### config.mk
export PLATFORM = sky130hd
export DESIGN_NAME = spi_reg_bank
export DESIGN_NICKNAME = d
export VERILOG_FILES = /design/src/rtl/spi_reg_bank_pkg.sv /design/src/rtl/spi_rb_sync.sv /design/src/rtl/spi_rb_ctrl.sv /design/src/rtl/spi_rb_datapath.sv /design/src/rtl/spi_reg_bank.sv
export SDC_FILE = /design/constraint.sdc
export NUM_CORES = 1
export LEC_CHECK = 0
export BUFFER_PORTS_ARGS = -buffer_cell sky130_fd_sc_hd__buf_2
export CORE_ASPECT_RATIO = 0.5
export CORE_MARGIN = 8
export CORE_UTILIZATION = 29
export DETAILED_ROUTE_END_ITERATION = 16
export PLACE_DENSITY_LB_ADDON = 0.05
export SLEW_MARGIN = 20
export SYNTH_ARGS = -nofsm -noshare
export SYNTH_HDL_FRONTEND = slang
export SYNTH_SLANG_ARGS = --single-unit
### constraint.sdc
create_clock -name clk -period 2.95 [get_ports clk]
set_input_delay 0.59 -clock clk [delete_from_list [all_inputs] [get_ports clk]]
set_output_delay 0.59 -clock clk [all_outputs]
set_load 0.005 [all_outputs]
### src/rtl/spi_reg_bank_pkg.sv
package spi_reg_bank_pkg;

  localparam int unsigned RB_DATA_W = 16;
  localparam int unsigned RB_DEPTH  = 64;

  typedef struct packed {
    logic shiftIn;     // capture MOSI on rising SCK
    logic shiftOut;    // advance MISO word on falling SCK
    logic loadRead;    // load addressed register for next frame
    logic loadZero;    // load idle word for next frame
    logic latchAddr;   // hold write address for data frame
    logic commitWrite; // store received data frame
    logic clearFrame;  // chip select high: flush frame state
  } rbStrobes_t;

endpackage

### src/rtl/spi_rb_sync.sv
module spi_rb_sync #(
  parameter int unsigned STAGES = 2
) (
  input  logic clk,
  input  logic rstN,
  input  logic sckIn,
  input  logic mosiIn,
  input  logic ssNIn,
  output logic sckRise,
  output logic sckFall,
  output logic mosiS,
  output logic ssIdle
);

  localparam int unsigned NSIG = 3;
  localparam logic [NSIG-1:0] RST_VAL = 3'b100; // {ssN, mosi, sck}

  logic [NSIG-1:0] stage [STAGES];
  logic sckPrev;

  genvar g;
  generate
    for (g = 0; g < STAGES; g++) begin : gStage
      always_ff @(posedge clk or negedge rstN) begin
        if (!rstN) stage[g] <= RST_VAL;
        else if (g == 0) stage[g] <= {ssNIn, mosiIn, sckIn};
        else stage[g] <= stage[g-1];
      end
    end
  endgenerate

  always_ff @(posedge clk or negedge rstN) begin
    if (!rstN) sckPrev <= 1'b0;
    else sckPrev <= stage[STAGES-1][0];
  end

  assign sckRise = stage[STAGES-1][0] & ~sckPrev;
  assign sckFall = ~stage[STAGES-1][0] & sckPrev;
  assign mosiS   = stage[STAGES-1][1];
  assign ssIdle  = stage[STAGES-1][2];

endmodule

### src/rtl/spi_rb_ctrl.sv
module spi_rb_ctrl
  import spi_reg_bank_pkg::*;
#(
  parameter int unsigned FRAME_BITS = RB_DATA_W
) (
  input  logic       clk,
  input  logic       rstN,
  input  logic       sckRise,
  input  logic       sckFall,
  input  logic       ssIdle,
  input  logic       cmdIsWrite,
  output rbStrobes_t strb
);

  localparam int unsigned CNT_W = $clog2(FRAME_BITS);
  localparam logic [CNT_W-1:0] LAST = CNT_W'(FRAME_BITS - 1);

  typedef enum logic {PH_CMD, PH_DATA} phase_t;

  phase_t phase, phaseNext;
  logic [CNT_W-1:0] bitCnt;
  logic rise, fall, lastBit, frameDone;

  assign rise      = sckRise & ~ssIdle;
  assign fall      = sckFall & ~ssIdle;
  assign lastBit   = (bitCnt == LAST);
  assign frameDone = rise & lastBit;

  always_comb begin
    strb             = '0;
    phaseNext        = phase;
    strb.clearFrame  = ssIdle;
    strb.shiftIn     = rise;
    strb.shiftOut    = fall && (bitCnt != '0);
    if (ssIdle) begin
      phaseNext = PH_CMD;
    end else if (frameDone) begin
      if (phase == PH_DATA) begin
        strb.commitWrite = 1'b1;
        strb.loadZero    = 1'b1;
        phaseNext        = PH_CMD;
      end else if (cmdIsWrite) begin
        strb.latchAddr = 1'b1;
        strb.loadZero  = 1'b1;
        phaseNext      = PH_DATA;
      end else begin
        strb.loadRead = 1'b1;
      end
    end
  end

  always_ff @(posedge clk or negedge rstN) begin
    if (!rstN) begin
      bitCnt <= '0;
      phase  <= PH_CMD;
    end else begin
      phase <= phaseNext;
      if (ssIdle) bitCnt <= '0;
      else if (rise) bitCnt <= lastBit ? '0 : bitCnt + 1'b1;
    end
  end

  AST_IDLE_CLEARS_COUNT: assert property (@(posedge clk) disable iff (!rstN)
    ssIdle |=> (bitCnt == '0));

  AST_IDLE_DROPS_PHASE: assert property (@(posedge clk) disable iff (!rstN)
    ssIdle |=> (phase == PH_CMD));

  AST_FRAME_RESTARTS: assert property (@(posedge clk) disable iff (!rstN)
    (strb.commitWrite || strb.loadRead || strb.latchAddr) |=> (bitCnt == '0));

  AST_WRITE_THEN_DATA: assert property (@(posedge clk) disable iff (!rstN)
    strb.latchAddr |=> (phase == PH_DATA));

endmodule

### src/rtl/spi_rb_datapath.sv
module spi_rb_datapath
  import spi_reg_bank_pkg::*;
#(
  parameter int unsigned DATA_W    = RB_DATA_W,
  parameter int unsigned DEPTH     = RB_DEPTH,
  parameter logic [DATA_W-1:0] RESET_VAL = 16'hBEEF
) (
  input  logic       clk,
  input  logic       rstN,
  input  logic       mosiS,
  input  rbStrobes_t strb,
  output logic       cmdIsWrite,
  output logic       misoOut
);

  localparam int unsigned ADDR_W = $clog2(DEPTH);

  logic [DATA_W-1:0] rxShift, txShift, rxWord;
  logic [DATA_W-1:0] bank [DEPTH];
  logic [ADDR_W-1:0] cmdAddr, wAddr;

  assign rxWord     = {rxShift[DATA_W-2:0], mosiS};
  assign cmdAddr    = rxWord[ADDR_W-1:0];
  assign cmdIsWrite = rxWord[DATA_W-1];
  assign misoOut    = txShift[DATA_W-1];

  always_ff @(posedge clk or negedge rstN) begin
    if (!rstN) begin
      rxShift <= '0;
      txShift <= '0;
      wAddr   <= '0;
      for (int i = 0; i < DEPTH; i++) bank[i] <= RESET_VAL;
    end else begin
      if (strb.clearFrame) begin
        rxShift <= '0;
        txShift <= '0;
      end else begin
        if (strb.shiftIn) rxShift <= rxWord;
        if (strb.loadRead) txShift <= bank[cmdAddr];
        else if (strb.loadZero) txShift <= '0;
        else if (strb.shiftOut) txShift <= {txShift[DATA_W-2:0], 1'b0};
      end
      if (strb.latchAddr) wAddr <= cmdAddr;
      if (strb.commitWrite) bank[wAddr] <= rxWord;
    end
  end

  AST_WRITE_LANDS: assert property (@(posedge clk) disable iff (!rstN)
    strb.commitWrite |=> (bank[$past(wAddr)] == $past(rxWord)));

  AST_MISO_QUIET: assert property (@(posedge clk) disable iff (!rstN)
    !(strb.shiftOut || strb.loadRead || strb.loadZero || strb.clearFrame)
      |=> $stable(misoOut));

  AST_IDLE_MISO_LOW: assert property (@(posedge clk) disable iff (!rstN)
    strb.clearFrame |=> !misoOut);

  AST_READ_LOADS_BANK: assert property (@(posedge clk) disable iff (!rstN)
    strb.loadRead |=> (txShift == bank[$past(cmdAddr)]));

endmodule

### src/rtl/spi_reg_bank.sv
module spi_reg_bank
  import spi_reg_bank_pkg::*;
#(
  parameter int unsigned DATA_W = RB_DATA_W,
  parameter int unsigned DEPTH  = RB_DEPTH,
  parameter int unsigned SYNC_STAGES = 2
) (
  input  logic clk,
  input  logic rstN,
  input  logic sckIn,
  input  logic mosiIn,
  input  logic ssNIn,
  output logic misoOut
);

  logic sckRise, sckFall, mosiS, ssIdle, cmdIsWrite;
  rbStrobes_t strb;

  spi_rb_sync #(.STAGES(SYNC_STAGES)) u_sync (
    .clk(clk), .rstN(rstN), .sckIn(sckIn), .mosiIn(mosiIn), .ssNIn(ssNIn),
    .sckRise(sckRise), .sckFall(sckFall), .mosiS(mosiS), .ssIdle(ssIdle)
  );

  spi_rb_ctrl #(.FRAME_BITS(DATA_W)) u_ctrl (
    .clk(clk), .rstN(rstN), .sckRise(sckRise), .sckFall(sckFall),
    .ssIdle(ssIdle), .cmdIsWrite(cmdIsWrite), .strb(strb)
  );

  spi_rb_datapath #(.DATA_W(DATA_W), .DEPTH(DEPTH)) u_dp (
    .clk(clk), .rstN(rstN), .mosiS(mosiS), .strb(strb),
    .cmdIsWrite(cmdIsWrite), .misoOut(misoOut)
  );

endmodule

==> impl_results.md, run 1 <==
- Status: complete, no violations
- Vias/cell: around 5
- # rows: 107
- Slowest cell on the critical path: dfrtp_4
- Post-Syn Area: about 50000 µm²
- Peak VDD IR: 412 µV
- Routed Antenna Nets: 0
- CTS Buf Count: ~110
- Post-Syn Instances: 3429
- Bufs on Longest Clock Path: 3
- Synth area leader: dfstp_2
- Final hold vios: 0
- Nets: 3533
- Number of global-route vias before repair: ~32000
- Worst-path cell chain: nor2_4, buf_12, buf_4, a22oi_1, a21oi_1, nor4_2, a22oi_1, a311oi_1
- CP Class: reg -> reg
- WP data required: 3.53 ns
- Hold Path Class: in -> async
- Layout area overhead: 17.8%
- Arr. time, crit path: 3.46 ns
- Fin. max-slew vios: 0
- Max cap viols: 0
- Most used DFF post-synth: dfstp_2
- Post-layout util: 34.5%
- Setup crit start kind: flop
- Pin count of the biggest net entering global routing: 105
- Ys Warns: 0
- Final instance area: 59000 µm²
- TritonCTS clock tree: built
- Remaining Overflow, GRT: 0
- Distinct cells, synth: 46
- Kind of end point of the critical path: flop
- Slew @ Worst Pin: 0.971 ns
- Port-buffer cells: 5
- Routed Wire Length: 163000 µm
- FF+latch count, synth: between 1000 and 1500
- Min cycle time layout: 2.89 ns
- Global-route wire length before repair: around 240000 µm
- Largest delay share family, worst path: compound AO/OA/AOI/OAI gates
- Die width: slightly above 600 µm
- Final Wtd Congestion: 0.787
- Pwr dens: around 530 nW/µm²
- Syn Nets: between 3000 and 4000
- Crit-path max FO: 12
- Layout cells sized above 1: 70.3%
- CTS Sinks: 1073
- Starting density of the core: 29.3%
- Post-detail-place hpwl: 105000 µm
- Sequential area share after synthesis: 55.7%
- CP dominant cell by count: a22oi_1
- Final worst slack: ~0.063 ns
- Full die area: 187000 µm²
- Core ar.: between 150000 and 200000 µm²
- DR WL/cell: 27.6 µm
- Antenna violations before repair: 10
- Yosys top cell area share: 43.8%
- Drt pass-1 iters: 5
- Pwr Total: 31.3 mW
- Leakage: 23.4 nW
- Final worst path period share: 97.9%
- Slew headroom: 35.1%
- CP Buf/Inv Count: 2
- Synth Area per Inst: 14.6 µm²
- Setup violations, final: 0
- Synth area leaders: dfstp_2 44%, mux2_2 24%, dfrtp_1 12%
- DRC viols: 0
- Max stage delay on crit path: between 0.5 and 0.6 ns
- Total number of vias: a little under 30000
- Fillers: between 15000 and 20000
- GRT Util Overall: 17.4%
- Die H: between 300 and 400 µm
- Starting DRT DRC Count: around 1600
- Unrepaired setup endpoints after global routing: true
- Worst Clk Skew: 0.0477 ns
- Post-route setup TNS: 0 ns
- Maximum operating frequency: 346 MHz
- CTS clock-pin slew for the worst setup and hold paths: around 0.06 ns
- Post-synth EDFFs: 0
- Post-place setup slack: -0.313 ns
- CTS H-tree depth: 3
- Ys async rst share: 100%
- Root buffer cell: clkbuf_16
- Num ports: 6
- DP Area: 54800 µm²
- Clock Latency Late Sink: between 0.7 and 0.8 ns
==> metrics by stage <==
| step | std cells | hold slack [ns] |
|---|---|---|
| after floorplan | 3429 | 0.294 |
| after global placement | 5697 | 0.390 |
| after detailed placement | 5697 | 0.389 |
| after CTS | 5914 | 0.287 |
| after global routing | 5917 | 0.298 |
| final | 5924 | 0.333 |
==> power by group <==
part	leakage (nW)	switching (mW)	internal (mW)	total, mW
combinational	9.62	0.786	0.375	1.16
clock	1.94	6.38	8.95	15.3
sequential	11.9	0.0304	14.8	14.8
total	23.4	7.19	24.1	31.3
==> registers in the layout, summed over array words and instances (netlist names), 4 cells and up <==
| register | count |
|---|---|
| u_dp.wAddr | 6 |
| u_dp.rxShift | 15 |
| u_dp.bank | 1024 |
| u_ctrl.bitCnt | 4 |
| u_sync.stage | 4 |
| u_dp.txShift | 16 |
==> routing by layer <==
| metal | up-vias | wire, µm | track usage (%) |
|---|---|---|---|
| li1 | 12900 | - | - |
| met1 | 16200 | 82100 | 25.7 |
| met2 | 418 | 71100 | 26.4 |
| met3 | 178 | 6980 | 3.25 |
| met4 | 2 | 3000 | 3.52 |
| met5 | - | 13 | 0 |
==> worst register-to-register path: cells and delay by family (launching register included) <==
family | cells | cell delay, ns
buffers and inverters | 2 | 0.50
flip-flops | 1 | 0.53
AO/OA/AOI/OAI | 4 | 1.08
AND/OR/NAND/NOR | 2 | 0.65
==> synth_stat cells, drive strengths merged, types with 3 or more instances <==
| cell type | instances |
|---|---|
| dfstp | 834 |
| mux2i | 376 |
| a22oi | 195 |
| nand2b | 3 |
| buf | 114 |
| nand2 | 60 |
| a311oi | 15 |
| mux4 | 78 |
| mux2 | 1048 |
| nor4 | 34 |
| a21oi | 91 |
| dfrtp | 239 |
| nand3b | 3 |
| nor2b | 5 |
| clkbuf | 204 |
| nor3b | 5 |
| o21ai | 18 |
| nand4 | 3 |
| nand3 | 6 |
| inv | 3 |
| nor2 | 58 |
| a22o | 16 |
==> cell families (layout without fill, tap and decap cells) <==
| logic type | after synthesis | count (layout) | synth area share (%) |
|---|---|---|---|
| AO/OA/AOI/OAI | 339 | 339 | 4.61 |
| XOR/XNOR | 1 | 1 | 0.0175 |
| adder cells (fa/ha/maj) | 2 | 2 | 0.0500 |
| buffers and inverters | 321 | 517 | 2.77 |
| flip-flops | 1073 | 1073 | 55.7 |
| multiplexers | 1502 | 1502 | 34.6 |
| other | 0 | 10 | 0 |
| AND/OR/NAND/NOR | 191 | 191 | 2.28 |
==> repair_timing <==
item                       in CTS  in global routing
setup endpoints to repair       9                 14
hold endpoints to repair       19                  0
gates cloned                    1                  0
hold buffers                    4                  0
resized for setup              19                 17
pin swaps                       0                  2
setup buffers                   0                  0
==> final timing paths <==
kind | startpoint | to | slack (ns) | depth (start not counted)
worst max-delay path | u_sync.mosiS | u_dp.txShift[14] | 0.06 | 8
worst min-delay path | rstN | u_dp.bank[152] | 0.33 | 2
worst max register to register | u_sync.mosiS | u_dp.txShift[14] | 0.06 | 8
worst min register to register | u_sync.stage[5] | u_sync.ssIdle | 0.38 | 0
max in group asynchronous | rstN | u_sync.mosiS | 1.34 | 3
min in group clk | u_sync.stage[5] | u_sync.ssIdle | 0.38 | 0
==> layout by cell type (no fill, tap or decap), drive strengths merged, types with 16 or more instances in the layout <==
master / n
mux2: 1048
dfstp: 834
mux2i: 376
buf: 297
dfrtp: 239
a22oi: 195
clkbuf: 173
a21oi: 91
mux4: 78
nand2: 60
nor2: 58
nor4: 34
clkinv: 21
o21ai: 18
a22o: 16
==> cell type report <==
| cell class | instances | area [µm²] | area share [%] |
|---|---|---|---|
| flip-flops and latches | 1073 | 27900 | 47.3 |
| multi-input cells | 2035 | 21000 | 35.6 |
| clock buffers | 173 | 3350 | 5.67 |
| repair buffers | 302 | 3250 | 5.50 |
| well taps | 2289 | 2860 | 4.86 |
| clock inverters | 39 | 592 | 1.00 |
| diodes | 10 | 25.0 | 0.0424 |
| inverters | 3 | 11.3 | 0.0191 |
No activity file was read; power rests on OpenSTA's default activity.
==> inputs of run 2 (changes only) <==
--- a/config.mk
+++ b/config.mk
@@ -10,6 +10,7 @@
 export CORE_MARGIN = 8
 export CORE_UTILIZATION = 29
 export DETAILED_ROUTE_END_ITERATION = 16
+export GPL_TIMING_DRIVEN = 0
 export PLACE_DENSITY_LB_ADDON = 0.05
 export SLEW_MARGIN = 20
 export SYNTH_ARGS = -nofsm -noshare
==> constraint.sdc (replaced) <==
create_clock -name clk -period 2.95 [get_ports clk]
set_input_delay 0.59 -clock clk [delete_from_list [all_inputs] [get_ports clk]]
set_output_delay 0.59 -clock clk [all_outputs]
set_load 0.01 [all_outputs]
==> impl_results.md, run 2 (synthesis results as in run 1) <==
- Routed Wire Length: 196000 µm
- Num ports: 6
- Starting DRT DRC Count: 2279
- Final worst path period share: 101%
- Failing checks: negative setup slack
- Pin count of the biggest net entering global routing: ~130
- Largest registers: u_dp.bank: 1024 flops, u_dp.txShift: 16 flops, u_dp.rxShift: 15 flops
- Post-place setup slack: -1.24 ns
- Unrepaired setup endpoints after global routing: true
- Layout area overhead: 18.2%
- Post-detail-place hpwl: 137000 µm
- Die width: 604 µm
- Vias/cell: just over 5
- Clock Latency Late Sink: 0.71 ns
- Starting density of the core: 29.3%
- Setup crit start kind: flop
- Setup crit end: u_dp.txShift[11]
- Top reg by flops: u_dp.bank
- CP Class: reg -> reg
- Peak VDD IR: 453 µV
- Hold Path Class: reg -> reg
- Final Wtd Congestion: between 0.8 and 0.9
- Remaining Overflow, GRT: 0
- Post-route setup TNS: -0.0545 ns
- Worst r2r src: u_sync.stage[0]
- Final worst slack: -0.0266 ns
- Global-route wire length before repair: 270000 µm
- WP data required: 3.57 ns
- Slew @ Worst Pin: 1.24 ns
- DP Area: roughly 53000 µm²
- Die H: 310 µm
- Fin cells: between 6000 and 7000
- CTS Sinks: 1073
- Layout cells sized above 1: 68.9%
- GRT Util Overall: 20.7%
- Crit-path max FO: 8
- Max cap viols: 0
- Full die area: 187000 µm²
- Pwr dens: 525 nW/µm²
- Port-buffer cells: 5
- Max FFs per register: 1024
- Number of global-route vias before repair: approximately 32000
- Kind of end point of the critical path: flop
- Core ar.: 171000 µm²
- Antenna violations before repair: 20
- Nets: 3625
- Fin Hold WS: between 0.3 and 0.4 ns
- Final hold vios: 0
- Final instance area: ~59000 µm²
- Commonest non-fill, non-tap cell in the layout: mux2_2
- Placed instance count: 5736
- Worst Clk Skew: 0.0222 ns
- Slew headroom: 17.6%
- Fillers: 16500
- # rows: 107
- CTS Buf Count: 111
- CTS H-tree depth: 3
- R2r worst-path depth: 8
- Maximum operating frequency: 336 MHz
- Most frequent cells in the layout: 1048 x mux2_2, 834 x dfstp_2, 374 x mux2i_1
- Status: finished with violations
- Leakage: 23.3 nW
- Routed Antenna Nets: 0
- Total number of vias: 30800
- Setup violations, final: 3
- Fin. max-slew vios: 0
- Min cycle time layout: roughly 3 ns
- Arr. time, crit path: around 3.6 ns
- Pwr Total: 31.1 mW
- FF-to-FF End: u_dp.txShift[11]
- Root buffer cell: clkbuf_16
- Bufs on Longest Clock Path: 3
- DRC viols: 0
- FF-to-FF setup slack: -0.03 ns
- Drt pass-1 iters: 5
- Post-layout util: 34.6%
- DR WL/cell: approximately 33 µm
- CTS clock-pin slew for the worst setup and hold paths: ~0.070 ns
- Critical path startpoint: u_sync.stage[0]
- TritonCTS clock tree: built
## run 2: worst min-delay path by stage
stage | cells after the start | start | to
final | 0 | u_sync.stage[4] | u_sync.mosiS
after global routing | 0 | u_sync.stage[4] | u_sync.mosiS
after CTS | 2 | rstN | u_dp.bank[632]
after detailed placement | 0 | u_sync.stage[4] | u_sync.mosiS
after global placement | 0 | u_sync.stage[3] | u_sync.stage[0]
after floorplan | 0 | rstN | u_ctrl.bitCnt[0]
## run 2: area by class of cell
type / count / area, µm² / share of cell area (%)
clock inverters: 28 / 293 / 0.495
multi-input cells: 2035 / 21600 / 36.5
plain buffers: 311 / 1980 / 3.34
well taps: 2289 / 2860 / 4.84
diodes: 10 / 25.0 / 0.0423
flip-flops and latches: 1073 / 27900 / 47.1
inverters: 3 / 11.3 / 0.0190
repair buffers: 83 / 1020 / 1.72
clock buffers: 182 / 3520 / 5.95
## run 2: power by group
part	internal, mW	switching, mW
registers	14.8	0.0197
clock network	8.56	6.34
logic	0.348	1.00
## run 2: what timing repair did
item                                    in CTS  in global routing
resized for setup                          281                 91
hold endpoints to repair                    21                  0
buffers inserted                            14                 47
endpoints found under the setup margin     842                271
hold buffers                                 4                  0
pin swaps                                   20                 40
## run 2: worst max-delay path, cell delays in order (launching register included)
cell and delay (ns):
dfrtp_2 0.42, nor3b_4 0.20, nand4_1 0.21, buf_4 0.22, or4_4 0.65, buf_12 0.20, nor4_4 0.53, a22oi_1 0.13
a311oi_1 0.29
## run 2: per-layer routing
| layer | wire length (µm) | GRT usage [%] | vias to the layer above |
|---|---|---|---|
| li1 | - | - | 13000 |
| met1 | 95200 | 30.3 | 16800 |
| met2 | 84700 | 31.2 | 752 |
| met3 | 12900 | 5.20 | 194 |
| met4 | 3450 | 3.81 | 2 |
| met5 | 13 | 0 | - |
